$ cat src/rtl/vps_pkg.sv
package vps_pkg;

  localparam int unsigned NIB_W   = 4;
  localparam int unsigned ENTRY_W = NIB_W + 1;

  typedef struct packed {
    logic err;
    logic val;
  } cell_t;

  // Biphase rule: first half high and second low is a 1, the reverse is a 0.
  // Equal halves are illegal and decode to 0 with the error set.
  function automatic cell_t biphase_decode(logic first_half, logic second_half);
    cell_t c;
    c.err = (first_half == second_half);
    c.val = first_half & ~second_half;
    return c;
  endfunction

endpackage

$ cat src/rtl/vps_biphase_cell.sv
module vps_biphase_cell
  import vps_pkg::*;
(
  input  logic clk,
  input  logic rst,
  input  logic flush,
  input  logic take,
  input  logic half,
  output logic cell_vld,
  output logic cell_bit,
  output logic cell_err
);

  logic  phase_q;
  logic  first_q;
  cell_t dec;

  always_ff @(posedge clk) begin
    if (rst || flush) begin
      phase_q <= 1'b0;
      first_q <= 1'b0;
    end else if (take) begin
      phase_q <= ~phase_q;
      if (!phase_q) first_q <= half;
    end
  end

  assign dec      = biphase_decode(first_q, half);
  assign cell_vld = take & phase_q;
  assign cell_bit = dec.val;
  assign cell_err = dec.err;

endmodule

$ cat src/rtl/vps_nibble_acc.sv
module vps_nibble_acc
  import vps_pkg::*;
#(
  parameter int unsigned NBITS      = 104,
  parameter int unsigned FIRST_WORD = 3,
  parameter int unsigned WORD_W     = 4
) (
  input  logic              clk,
  input  logic              rst,
  input  logic              flush,
  input  logic              cell_vld,
  input  logic              cell_bit,
  input  logic              cell_err,
  output logic              nib_done,
  output logic [NIB_W-1:0]  nib_val,
  output logic              nib_err,
  output logic [WORD_W-1:0] nib_word,
  output logic              nib_lo,
  output logic              full
);

  localparam int unsigned CNT_W = $clog2(NBITS + 1);

  logic [CNT_W-1:0] cnt_q;
  logic [NIB_W-2:0] sh_q;
  logic             err_q;

  assign full     = (cnt_q == CNT_W'(NBITS));
  assign nib_done = cell_vld & (cnt_q[1:0] == 2'b11);
  assign nib_val  = {sh_q, cell_bit};
  assign nib_err  = err_q | cell_err;
  assign nib_word = WORD_W'(FIRST_WORD) + WORD_W'(cnt_q >> 3);
  assign nib_lo   = cnt_q[2];

  always_ff @(posedge clk) begin
    if (rst || flush) begin
      cnt_q <= '0;
      sh_q  <= '0;
      err_q <= 1'b0;
    end else if (cell_vld) begin
      cnt_q <= cnt_q + 1'b1;
      sh_q  <= {sh_q[NIB_W-3:0], cell_bit};
      err_q <= nib_done ? 1'b0 : (err_q | cell_err);
    end
  end

endmodule

$ cat src/rtl/vps_col_map.sv
module vps_col_map #(
  parameter int unsigned WORD_W     = 4,
  parameter int unsigned COL_W      = 6,
  parameter int unsigned PROG_WORD  = 11,
  parameter int unsigned PROG_WORDS = 4,
  parameter int unsigned PROG_COL   = 12,
  parameter int unsigned RSV_WORD   = 15,
  parameter int unsigned RSV_COL    = 20,
  parameter int unsigned PSI_WORD   = 4,
  parameter int unsigned PSI_COL    = 22
) (
  input  logic [WORD_W-1:0] word,
  input  logic              lo,
  output logic              hit,
  output logic [COL_W-1:0]  col
);

  int unsigned w;

  always_comb begin
    w   = 32'(word);
    hit = 1'b0;
    col = '0;
    if (w >= PROG_WORD && w < PROG_WORD + PROG_WORDS) begin
      hit = 1'b1;
      col = COL_W'(PROG_COL + 2 * (w - PROG_WORD) + 32'(lo));
    end else if (w == RSV_WORD) begin
      hit = 1'b1;
      col = COL_W'(RSV_COL + 32'(lo));
    end else if (w == PSI_WORD) begin
      hit = 1'b1;
      col = COL_W'(PSI_COL + 32'(lo));
    end
  end

endmodule

$ cat src/rtl/vps_row_packer.sv
module vps_row_packer
  import vps_pkg::*;
#(
  parameter int unsigned LINE_W     = 9,
  parameter int unsigned VPS_LINE   = 16,
  parameter int unsigned ROW        = 25,
  parameter int unsigned ROW_W      = 5,
  parameter int unsigned COL_W      = 6,
  parameter int unsigned FIRST_WORD = 3,
  parameter int unsigned LAST_WORD  = 15,
  parameter int unsigned PROG_WORD  = 11,
  parameter int unsigned PROG_WORDS = 4,
  parameter int unsigned PROG_COL   = 12,
  parameter int unsigned RSV_WORD   = 15,
  parameter int unsigned RSV_COL    = 20,
  parameter int unsigned PSI_WORD   = 4,
  parameter int unsigned PSI_COL    = 22
) (
  input  logic               clk,
  input  logic               rst,
  input  logic               capture_en,
  input  logic [LINE_W-1:0]  line_num,
  input  logic               start_det,
  input  logic               line_end,
  input  logic               half_vld,
  input  logic               half_bit,
  output logic               mem_we,
  output logic [ROW_W-1:0]   mem_row,
  output logic [COL_W-1:0]   mem_col,
  output logic [ENTRY_W-1:0] mem_data
);

  localparam int unsigned NBITS  = (LAST_WORD - FIRST_WORD + 1) * 8;
  localparam int unsigned WORD_W = $clog2(LAST_WORD + 1);

  // Named internal events, used by the checker.
  logic line_ok, start_ok, flush, take, armed_q, wr_fire;

  logic              cell_vld, cell_bit, cell_err;
  logic              nib_done, nib_err, nib_lo, full, hit;
  logic [NIB_W-1:0]  nib_val;
  logic [WORD_W-1:0] nib_word;
  logic [COL_W-1:0]  col;

  assign line_ok  = (line_num == LINE_W'(VPS_LINE));
  assign start_ok = start_det & capture_en & line_ok;
  assign flush    = line_end | start_ok;
  assign take     = armed_q & capture_en & line_ok & half_vld & ~full & ~flush;

  always_ff @(posedge clk) begin
    if (rst)           armed_q <= 1'b0;
    else if (line_end) armed_q <= 1'b0;
    else if (start_ok) armed_q <= 1'b1;
  end

  vps_biphase_cell u_cell (
    .clk      (clk),
    .rst      (rst),
    .flush    (flush),
    .take     (take),
    .half     (half_bit),
    .cell_vld (cell_vld),
    .cell_bit (cell_bit),
    .cell_err (cell_err)
  );

  vps_nibble_acc #(
    .NBITS      (NBITS),
    .FIRST_WORD (FIRST_WORD),
    .WORD_W     (WORD_W)
  ) u_acc (
    .clk      (clk),
    .rst      (rst),
    .flush    (flush),
    .cell_vld (cell_vld),
    .cell_bit (cell_bit),
    .cell_err (cell_err),
    .nib_done (nib_done),
    .nib_val  (nib_val),
    .nib_err  (nib_err),
    .nib_word (nib_word),
    .nib_lo   (nib_lo),
    .full     (full)
  );

  vps_col_map #(
    .WORD_W     (WORD_W),
    .COL_W      (COL_W),
    .PROG_WORD  (PROG_WORD),
    .PROG_WORDS (PROG_WORDS),
    .PROG_COL   (PROG_COL),
    .RSV_WORD   (RSV_WORD),
    .RSV_COL    (RSV_COL),
    .PSI_WORD   (PSI_WORD),
    .PSI_COL    (PSI_COL)
  ) u_map (
    .word (nib_word),
    .lo   (nib_lo),
    .hit  (hit),
    .col  (col)
  );

  assign wr_fire = nib_done & hit;

  always_ff @(posedge clk) begin
    if (rst) begin
      mem_we   <= 1'b0;
      mem_col  <= '0;
      mem_data <= '0;
    end else begin
      mem_we <= wr_fire;
      if (wr_fire) begin
        mem_col  <= col;
        mem_data <= {nib_err, nib_val};
      end
    end
  end

  assign mem_row = ROW_W'(ROW);

endmodule

$ cat config.mk
export PLATFORM = sky130hd
export DESIGN_NAME = vps_row_packer
export DESIGN_NICKNAME = d
export VERILOG_FILES = /design/src/rtl/vps_pkg.sv /design/src/rtl/vps_biphase_cell.sv /design/src/rtl/vps_nibble_acc.sv /design/src/rtl/vps_col_map.sv /design/src/rtl/vps_row_packer.sv
export SDC_FILE = /design/constraint.sdc
export NUM_CORES = 1
export LEC_CHECK = 0
export ABC_AREA = 1
export BUFFER_PORTS_ARGS = -buffer_cell sky130_fd_sc_hd__clkbuf_2
export CAP_MARGIN = 25
export CORE_MARGIN = 8
export CORE_UTILIZATION = 50
export DETAILED_ROUTE_END_ITERATION = 16
export PLACE_DENSITY = 0.78
export SKIP_CTS_REPAIR_TIMING = 1
export SYNTH_ARGS = -nofsm -noshare
export SYNTH_HDL_FRONTEND = slang
export SYNTH_SLANG_ARGS = --single-unit
$ cat constraint.sdc
create_clock -name clk -period 2.53 [get_ports clk]
set_input_delay 0.3795 -clock clk [delete_from_list [all_inputs] [get_ports clk]]
set_output_delay 0.3795 -clock clk [all_outputs]
set_load 0.02 [all_outputs]
==> results of run 1 <==
## worst paths after layout
path	start	endpoint	slack [ns]	cells past startpoint
worst min-delay path	line_end	armed_q	0.27	2
worst max-delay path	u_acc.cnt_q[3]	mem_col[4]	0.61	12
worst min register to register	u_acc.err_q	u_acc.err_q	0.46	2
worst max register to register	u_acc.cnt_q[3]	mem_col[4]	0.61	12
## routing by layer
layer  track usage (%)  vias up  part of all wire, %  wire, µm
li1                  -      743                    -         -
met5                 0        -                    0         0
met1              12.5      606                   45      1310
met4              4.31        0                  1.5        44
met2              21.8       20                   50      1440
met3              2.65        6                  3.2        91
## cell families (layout without fill, tap and decap cells)
| group | after synthesis | in the layout | synth area share, % |
|---|---|---|---|
| DFF | 26 | 26 | 33.4 |
| xor gates and xnor gates | 1 | 1 | 0.561 |
| and+or+nand+nor | 124 | 124 | 38.4 |
| other | 2 | 5 | 0.481 |
| buffers and inverters | 48 | 68 | 14.2 |
| adders and majority gates | 7 | 7 | 5.61 |
| AOI/OAI and AO/OA | 22 | 22 | 7.38 |
## cell type report
class	instances	area [µm²]	share of cell area, %
sequential	26	520	30.6
clock buffer	4	36.3	2.13
inverter	37	139	8.16
timing repair buffer	27	135	7.94
tap	33	41.3	2.43
multi-input combinational	159	830	48.8
## registers in the layout, indices dropped and copies added, names as in the netlist
name,flops
mem_we,1
u_acc.err_q,1
u_acc.sh_q,3
u_cell.first_q,1
u_acc.cnt_q,7
u_cell.phase_q,1
armed_q,1
mem_data,5
mem_col,6
## cell usage in the layout, fill, tap and decap left out, drive strengths merged, types with 2 or more instances in the layout
cell,count
a21oi,11
clkbuf,31
conb,5
dfxtp,26
ha,7
inv,36
nand2,50
nand3,20
nand3b,3
nand4,2
nor2,45
nor3,3
o21ai,9
## through the flow
stage	hold slack, ns	cells	worst slack, ns	utilization (%)
2_1_floorplan	0.417	233	0.762	-
3_3_place_gp	0.424	282	0.698	55.5
3_5_place_dp	0.439	282	0.626	55.5
4_1_cts	0.245	286	0.606	56.7
5_1_grt	0.237	286	0.394	56.7
6_report	0.266	286	0.614	56.7
## power by group
part | switching [mW] | internal (mW) | total, mW
combinational | 0.0247 | 0.0137 | 0.0383
sequential | 0.00000223 | 0.409 | 0.409
clock | 0.119 | 0.0880 | 0.207
total | 0.143 | 0.511 | 0.654
==> parameters.txt, run 1 <==
Parameter                              Value

Critical path
  Worst path slowest cell    sky130_fd_sc_hd__dfxtp_1
  Type of the worst setup path    flop to flop
  Setup crit start kind    flop
  Arr. time, crit path    2.15 ns
  Worst path buffer plus inverter count    3
  Req. time, crit path    ~2.8 ns
  Critical path peak fanout    10
  Largest delay contributor family on the critical path    simple AND/OR/NAND/NOR gates
  Type of element capturing the critical path    flop
  List of cells traversed by the critical path    inv_1 > ha_1 > nand2_1 > inv_1 > nor2_1 > inv_1 > ha_1 > nand3b_1 > nand2_1 > nand3_1 > nand2_1 > nor2_1
  Peak per-stage delay on the critical path    0.53 ns

Layout
  Fillers    300
  Number of nets in the layout    roughly 280
  Antenna Diode Count    0
  Area delta synth->final    9.06%
  Final design instance area without fill    roughly 1700 µm²
  Share of post-route cells with drive strength above 1    between 10% and 20%

Logic synthesis
  Asr flop ratio synth    0%
  Number of synthesized flops with an enable pin    0
  Most frequent cells after synthesis    sky130_fd_sc_hd__nand2_1, sky130_fd_sc_hd__nor2_1, sky130_fd_sc_hd__inv_1
  Most common cell in the synthesized netlist    sky130_fd_sc_hd__nand2_1
  Syn Inst Count    230
  Average size of a mapped cell    6.78 µm²
  Yosys top cell area share    about a third
  Ranking of synthesized cells by area    sky130_fd_sc_hd__dfxtp_1, sky130_fd_sc_hd__nand2_1, sky130_fd_sc_hd__nor2_1
  Area leader, netlist    sky130_fd_sc_hd__dfxtp_1
  Synthesized flop and latch total    26
  Share of synthesized area occupied by flip-flops and latches    33.4%
  Dominant synthesized flop cell    sky130_fd_sc_hd__dfxtp_1
  Unique masters post-synth    28
  Syn Std Cell Area    1560 µm²
  Count of warnings emitted by yosys    0

Drt
  Remaining antenna violation count    0
  DRC errors left    0
  Vias    roughly 1400
  Total detailed-routing wirelength    2.89 mm
  Count of routing violations after the opening detailed-route iteration    42
  Detailed-router iteration count before antenna repair    4
  DR WL/cell    approximately 10 µm
  Detail-routed via count per cell    4.81

Floorplanning
  IO Pins    33
  Floorplan die height    71.9 µm
  Die outline area    5160 µm²
  Width of the die    71.9 µm
  Placeable core region    3000 µm²
  Count of standard-cell rows    20
  Initial Util    52.0%

Clock tree
  Clock tree from TritonCTS    built
  TritonCTS Buffers    3
  CTS HTree Levels    1
  # clock sinks    26
  Buffer levels on the longest clock path    2
  Clock root buffer    sky130_fd_sc_hd__clkbuf_4
  Latest clock arrival within the worst-skew pair    around 0.32 ns
  Clock slew at the register clock pins of the worst setup and hold paths    approximately 0.13 ns

Power and ir drop
  Maximum vdd drop    0.424 mV
  Total power of the final layout    about 0.65 mW
  Total power density per cell area    385 nW/µm²
  LEAKAGE    a little over 0.9 nW

Place
  Placed instance area    roughly 1700 µm²
  Detailed Place HPWL    2.31 mm
  Final Wtd Congestion    0.878
  Number of buffers added on ports    27

Global route
  Global-route congestion overflow total    0
  Initial antenna violation count    0
  Maximum number of pins on one net before global-route repair    16
  Wire length of the first global-routing pass    5.04 mm
  GRT Resource Usage Total    11.7%
  Vias in the first global route    1286

Hold path
  Hold Path Class    primary input to flop

Timing
  Clock skew after layout    0.000806 ns
  Unrepaired setup endpoints after global routing    false
  Headroom to the max-slew limit    57.4%
  Measured slew at the worst slew-check pin    0.636 ns
  Max Fclk    522 MHz
  Ratio of final minimum period to clock period    75.7%
  Count of final hold-check violations    0
  Time the worst path needs with I/O delays and setup    1.92 ns
  Setup-failing EPs final    0
  Pins Over Slew Limit    0
  Setup TNS Final    0 ns

Run
  Max Cap Viol    0

Outcome
  Outcome    finished clean
Power figures use the tool's default switching activity.
==> run 2, diff against run 1 <==
--- a/config.mk
+++ b/config.mk
@@ -5,7 +5,7 @@
 export SDC_FILE = /design/constraint.sdc
 export NUM_CORES = 1
 export LEC_CHECK = 0
-export ABC_AREA = 1
+export ABC_AREA = 0
 export BUFFER_PORTS_ARGS = -buffer_cell sky130_fd_sc_hd__clkbuf_2
 export CAP_MARGIN = 25
 export CORE_MARGIN = 8
==> constraint.sdc (replaced) <==
create_clock -name clk -period 2 [get_ports clk]
set_input_delay 0.3 -clock clk [delete_from_list [all_inputs] [get_ports clk]]
set_output_delay 0.3 -clock clk [all_outputs]
set_load 0.02 [all_outputs]
==> run 2 against run 1 <==
Against the previous run:
- combinational power increased by 48%
- count of clock-buffer cells in the layout shrank 1
- cell count decreased by 13%
- synthesized cell count fell by 20%
- via count increased by 4.9%
- hold slack got worse by 0.058 ns
- non-clock buffer count up 12
- sequential power increased by 27%
- area after synthesis up 0.16%
- critical path type unchanged
- critical endpoint is now mem_col[3]
- highest routed layer unchanged
==> parameters.txt, run 2 <==
Parameter                              Value

Layout
  Largest registers    u_acc.cnt_q: 7 flops, mem_col: 6 flops, mem_data: 5 flops
  Area delta synth->final    17.4%
  Largest register by flop count    u_acc.cnt_q
  Share of post-route cells with drive strength above 1    26.5%
  Final design instance area without fill    1830 µm²
  Max FFs per register    7
  Fillers    279
  Util after Layout    61.1%
  Highest-count cells in the layout ignoring fill and taps    sky130_fd_sc_hd__clkbuf_2, sky130_fd_sc_hd__dfxtp_1, sky130_fd_sc_hd__nand2_1
  Leading cell type in the layout, fill and taps excluded    sky130_fd_sc_hd__clkbuf_2
  Cell Count, Final, Fillers Out    roughly 250
  Number of nets in the layout    ~240
  Antenna Diode Count    0

Place
  Number of buffers added on ports    27
  Total placed cells including tap cells    244
  Final Wtd Congestion    0.881
  Detailed Place HPWL    roughly 2.8 mm
  Placed instance area    1770 µm²

Floorplanning
  Width of the die    71.9 µm
  Die outline area    5170 µm²
  Initial Util    52.0%
  Count of standard-cell rows    20
  Placeable core region    approximately 3000 µm²
  Floorplan die height    71.9 µm
  IO Pins    33

Logic synthesis
  Average size of a mapped cell    between 8 and 9 µm²
  Syn Inst Count    184
  Most frequent cells after synthesis    sky130_fd_sc_hd__dfxtp_1, sky130_fd_sc_hd__nand2_1, sky130_fd_sc_hd__a21oi_1
  Number of synthesized flops with an enable pin    0
  Dominant synthesized flop cell    sky130_fd_sc_hd__dfxtp_1
  Asr flop ratio synth    0%
  Share of synthesized area occupied by flip-flops and latches    between 30% and 40%
  Yosys top cell area share    33.3%
  Ranking of synthesized cells by area    sky130_fd_sc_hd__dfxtp_1, sky130_fd_sc_hd__mux2i_1, sky130_fd_sc_hd__ha_1
  Unique masters post-synth    between 40 and 50
  Most common cell in the synthesized netlist    sky130_fd_sc_hd__dfxtp_1
  Area leader, netlist    sky130_fd_sc_hd__dfxtp_1
  Syn Std Cell Area    1560 µm²
  Synthesized flop and latch total    26
  Count of warnings emitted by yosys    0

Global route
  Global-route congestion overflow total    0
  Vias in the first global route    approximately 1400
  Maximum number of pins on one net before global-route repair    18
  Initial antenna violation count    0
  GRT Resource Usage Total    14.5%
  Wire length of the first global-routing pass    6.18 mm

Drt
  DR WL/cell    14.6 µm
  Total detailed-routing wirelength    3.62 mm
  Count of routing violations after the opening detailed-route iteration    74
  DRC errors left    0
  Remaining antenna violation count    0
  Detail-routed via count per cell    5.82
  Detailed-router iteration count before antenna repair    4
  Vias    1443

Clock tree
  Clock tree from TritonCTS    built
  # clock sinks    26
  Clock slew at the register clock pins of the worst setup and hold paths    0.16 ns
  TritonCTS Buffers    3
  Clock root buffer    sky130_fd_sc_hd__clkbuf_4
  Buffer levels on the longest clock path    2
  Latest clock arrival within the worst-skew pair    roughly 0.33 ns
  CTS HTree Levels    1

Timing
  Headroom to the max-slew limit    67.4%
  Ratio of final minimum period to clock period    about nine tenths
  Pins Over Slew Limit    0
  Count of final hold-check violations    0
  Max Fclk    556 MHz
  Setup-failing EPs final    0
  Clock skew after layout    0.0115 ns
  Fin Hold WS    about 0.21 ns
  Measured slew at the worst slew-check pin    0.482 ns
  Unrepaired setup endpoints after global routing    false
  Time the worst path needs with I/O delays and setup    approximately 1.8 ns

Critical path
  Reg2reg path depth    7
  Setup crit start kind    flop
  List of cells traversed by the critical path    inv_1 > ha_4 > nor2_1 > a211o_1 > o2111ai_2 > buf_4 > mux2i_1
  Type of element capturing the critical path    flop
  Worst R2R Setup Slack    0.20 ns
  Largest delay contributor family on the critical path    compound AO/OA/AOI/OAI gates
  Type of the worst setup path    flop to flop
  Reg2reg start    u_acc.cnt_q[4]
  Arr. time, crit path    2.07 ns
  Worst path buffer plus inverter count    2
  Peak per-stage delay on the critical path    0.36 ns
  Worst path slowest cell    sky130_fd_sc_hd__dfxtp_1
  Beginning of the critical path    u_acc.cnt_q[4]
  Critical path peak fanout    9
  Req. time, crit path    2.27 ns
  R2R Path End    mem_col[3]

Outcome
  Outcome    finished clean

Hold path
  Worst min-delay path endpoint    u_cell.first_q
  Hold wc startpoint    half_bit
  Worst hold path cell count    3
  Hold Path Class    primary input to flop

Run
  Max Cap Viol    0

Power and ir drop
  Maximum vdd drop    0.220 mV
  Total power density per cell area    519 nW/µm²
  LEAKAGE    0.737 nW
## run 2: changes by cell type after synthesis, moves of 4 or more
cell,delta
sky130_fd_sc_hd__o21ai_0,-5
sky130_fd_sc_hd__o31ai_1,+9
sky130_fd_sc_hd__a31oi_1,+4
sky130_fd_sc_hd__nand2_1,-25
sky130_fd_sc_hd__inv_1,-24
sky130_fd_sc_hd__nand3_1,-14
sky130_fd_sc_hd__mux2i_1,+10
sky130_fd_sc_hd__nand4_1,+5
sky130_fd_sc_hd__clkbuf_1,+9
sky130_fd_sc_hd__nor2_1,-34
## run 2: cell type report
type	count	area (µm²)	share of cell area [%]
clock inverters	1	30.0	1.64
inverters	10	37.5	2.05
well taps	33	41.3	2.25
multi-input cells	136	956	52.1
clock buffers	3	22.5	1.23
repair buffers	39	225	12.3
flip-flops and latches	26	522	28.4
## run 2: tightest hold or removal path: stages
cell and delay [ns]:
sky130_fd_sc_hd__clkbuf_2 0.08, sky130_fd_sc_hd__inv_1 0.06, sky130_fd_sc_hd__o31ai_1 0.07
## run 2: logic make-up after synthesis
group	Yosys count	share of synthesized area [%]
buffers and inverters	25	7.45
and+or+nand+nor	65	24.1
xor gates and xnor gates	3	1.68
other	2	0.481
DFF	26	33.3
muxes	12	7.85
AOI/OAI and AO/OA	44	19.5
adders and majority gates	7	5.60
## run 2: power breakdown
part	internal [mW]	total, mW	switching (mW)	leakage (nW)
sequential	0.518	0.518	0.00000342	0.210
clock	0.203	0.376	0.174	0.0279
combinational	0.0209	0.0566	0.0356	0.499
total	0.742	0.951	0.209	0.737
## run 2: layer usage
metal	share of wire (%)	track usage, %	up-vias	routed length [µm]
met4	1.7	5.90	0	63
met2	46	24.0	35	1670
met1	46	17.2	671	1670
met5	0	0	-	0
li1	-	-	731	-
met3	6.0	4.13	6	219
## run 2: worst max-delay path by stage
stage	endpoint	slack, ns	cells past startpoint
floorplan	mem_col[4]	0.00008	8
global placement	u_acc.cnt_q[5]	-0.005	5
detailed placement	mem_col[5]	-0.06	6
CTS	mem_col[5]	0.12	5
global route	mem_data[3]	0.07	7
finish	mem_col[3]	0.20	7
## run 2: metrics by stage
step / setup TNS (ns) / setup WS [ns] / power (mW)
6_report: 0 / 0.201 / 0.951
5_1_grt: 0 / 0.0701 / 0.974
4_1_cts: 0 / 0.120 / 0.955
3_5_place_dp: -0.367 / -0.0624 / 0.585
3_3_place_gp: -0.00541 / -0.00541 / 0.585
2_1_floorplan: 0 / 0.0000835 / 0.568
==> run 3, diff against run 2 <==
--- a/config.mk
+++ b/config.mk
@@ -9,9 +9,9 @@
 export BUFFER_PORTS_ARGS = -buffer_cell sky130_fd_sc_hd__clkbuf_2
 export CAP_MARGIN = 25
 export CORE_MARGIN = 8
-export CORE_UTILIZATION = 50
+export CORE_UTILIZATION = 54
 export DETAILED_ROUTE_END_ITERATION = 16
-export PLACE_DENSITY = 0.78
+export PLACE_DENSITY = 0.83
 export SKIP_CTS_REPAIR_TIMING = 1
 export SYNTH_ARGS = -nofsm -noshare
 export SYNTH_HDL_FRONTEND = slang
==> run 3 against run 2 <==
Against the previous run:
- cell count fell by 0.40%
- critical path depth did not move
- flip-flop and latch count did not move
- clock skew rose by 0.010 ns
- largest cell class unchanged
- highest routed layer unchanged
==> parameters.txt, run 3 (synthesized netlist as in run 2, its figures left out) <==
Parameter                              Value

Outcome
  Outcome    finished clean

Run
  Max Cap Viol    0

Layout
  Util after Layout    66.8%
  Highest-count cells in the layout ignoring fill and taps    sky130_fd_sc_hd__clkbuf_2, sky130_fd_sc_hd__dfxtp_1, sky130_fd_sc_hd__nand2_1
  Max FFs per register    7
  Largest register by flop count    u_acc.cnt_q
  Fillers    between 200 and 250
  Area taken by flip-flops and latches    520 µm²
  Largest registers    u_acc.cnt_q: 7 flops, mem_col: 6 flops, mem_data: 5 flops
  Cell Count, Final, Fillers Out    247
  Share of post-route cells with drive strength above 1    a little over a quarter
  Area used by multi-input combinational logic    956 µm²
  Leading cell type in the layout, fill and taps excluded    sky130_fd_sc_hd__clkbuf_2
  Antenna Diode Count    0
  Number of nets in the layout    240
  Area delta synth->final    17.9%

Floorplanning
  IO Pins    33
  Width of the die    69.8 µm
  Initial Util    between 50% and 60%
  Placeable core region    ~2800 µm²
  Floorplan die height    69.8 µm
  Count of standard-cell rows    19
  Die outline area    4870 µm²

Clock tree
  Clock slew at the register clock pins of the worst setup and hold paths    0.16 ns
  CTS HTree Levels    1
  # clock sinks    26
  Latest clock arrival within the worst-skew pair    about 0.33 ns
  Clock tree from TritonCTS    built
  Buffer levels on the longest clock path    2
  Clock root buffer    sky130_fd_sc_hd__clkbuf_4
  TritonCTS Buffers    3

Global route
  Maximum number of pins on one net before global-route repair    18
  Global-route congestion overflow total    0
  Vias in the first global route    approximately 1500
  GRT Resource Usage Total    between 10% and 20%
  Initial antenna violation count    0
  Wire length of the first global-routing pass    6.52 mm

Timing
  Time the worst path needs with I/O delays and setup    1.92 ns
  Setup-failing EPs final    0
  Measured slew at the worst slew-check pin    0.529 ns
  Clock skew after layout    approximately 0.022 ns
  Headroom to the max-slew limit    between 60% and 70%
  Pins Over Slew Limit    0
  Ratio of final minimum period to clock period    between 90% and 100%
  Fin Hold WS    0.238 ns
  Count of final hold-check violations    0
  Unrepaired setup endpoints after global routing    false
  Max Fclk    520 MHz

Drt
  Remaining antenna violation count    0
  Detailed-router iteration count before antenna repair    4
  Detail-routed via count per cell    6.15
  DR WL/cell    16.0 µm
  Total detailed-routing wirelength    3.95 mm
  Count of routing violations after the opening detailed-route iteration    127
  DRC errors left    0
  Vias    1519

Power and ir drop
  Power share of the sequential group    55.0%
  LEAKAGE    0.742 nW
  Maximum vdd drop    0.456 mV
  Power share of the clock group    38.9%
  Proportion of total power due to net switching    21.3%
  Fraction of power consumed by combinational cells    6.2%
  Internal power contribution    about 0.74 mW
  Total power density per cell area    512 nW/µm²
  Switching power    0.201 mW

Hold path
  Hold wc startpoint    half_bit
  Hold Path Class    primary input to flop
  Worst hold path cell count    3
  Worst min-delay path endpoint    u_cell.first_q

Place
  Total placed cells including tap cells    about 240
  Number of buffers added on ports    27
  Final Wtd Congestion    0.924
  Detailed Place HPWL    between 2 and 3 mm

Critical path
  Type of element capturing the critical path    flop
  Setup crit start kind    flop
  Critical path peak fanout    6
  R2R Path End    mem_col[5]
  Worst R2R Setup Slack    roughly 0.075 ns
  Reg2reg path depth    7
  Type of the worst setup path    flop to flop
  Req. time, crit path    2.25 ns
  Arr. time, crit path    2.18 ns
  Reg2reg start    u_acc.cnt_q[4]
==> run 3: cell types whose count changed in the layout (fill, tap and decap cells not counted), sizes merged <==
cell	change
clkdlybuf4s15	+1
==> run 3: metrics by stage <==
stage               setup slack (ns)  cell area (µm²)  power [mW]  TNS [ns]
finish                        0.0755             1840       0.943         0
global route                 0.00699             1840       0.974         0
CTS                           0.0864             1820       0.942         0
detailed placement           -0.0263             1770       0.586    -0.120
global placement              0.0126             1770       0.584         0
floorplan                  0.0000835             1600       0.568         0
==> run 3: worst max-delay path by stage <==
stage                   startpoint        endpoint  slack, ns  cells past startpoint
finish              u_acc.cnt_q[4]      mem_col[5]       0.08                      7
global placement       line_num[2]  u_acc.cnt_q[5]       0.01                      5
floorplan           u_acc.cnt_q[3]      mem_col[4]    0.00008                      8
global route        u_acc.cnt_q[4]      mem_col[5]      0.007                      7
CTS                 u_acc.cnt_q[4]     mem_data[2]       0.09                      7
detailed placement     line_num[2]      mem_col[5]      -0.03                      6
==> run 3: routing by layer <==
layer  share of wire (%)  vias up  track usage, %
met2                  50       60            27.7
li1                    -      732               -
met1                  43      723            16.6
met5                   0        -               0
met4                0.91        0            5.13
met3                 6.0        4            4.29
==> run 3: power by group through the flow <==
| stage | Combinational [mW] | Clock (mW) | Sequential (mW) |
|---|---|---|---|
| 6_report | 0.0582 | 0.366 | 0.518 |
| 5_1_grt | 0.0634 | 0.392 | 0.518 |
| 3_3_place_gp | 0.0550 | 0 | 0.529 |
| 2_1_floorplan | 0.0388 | 0 | 0.529 |
| 3_5_place_dp | 0.0568 | 0 | 0.529 |
| 4_1_cts | 0.0572 | 0.367 | 0.518 |
==> run 3: critical path, stage by stage (launching register included) <==
cell                              delay, ns
sky130_fd_sc_hd__dfxtp_1               0.36
sky130_fd_sc_hd__inv_1                 0.10
sky130_fd_sc_hd__ha_4                  0.32
sky130_fd_sc_hd__nor2_1                0.07
sky130_fd_sc_hd__a211o_1               0.31
sky130_fd_sc_hd__o2111ai_2             0.15
sky130_fd_sc_hd__clkdlybuf4s15_2       0.32
sky130_fd_sc_hd__mux2i_1               0.20
==> run 3: final cells by class <==
cell class                      instances  share of cell area, %
Multi-Input combinational cell        136                   51.9
Sequential cell                        26                   28.3
Clock buffer                            3                   1.22
Tap cell                               31                   2.11
Timing Repair Buffer                   40                   12.8
Clock inverter                          1                   1.63
Inverter                               10                   2.04
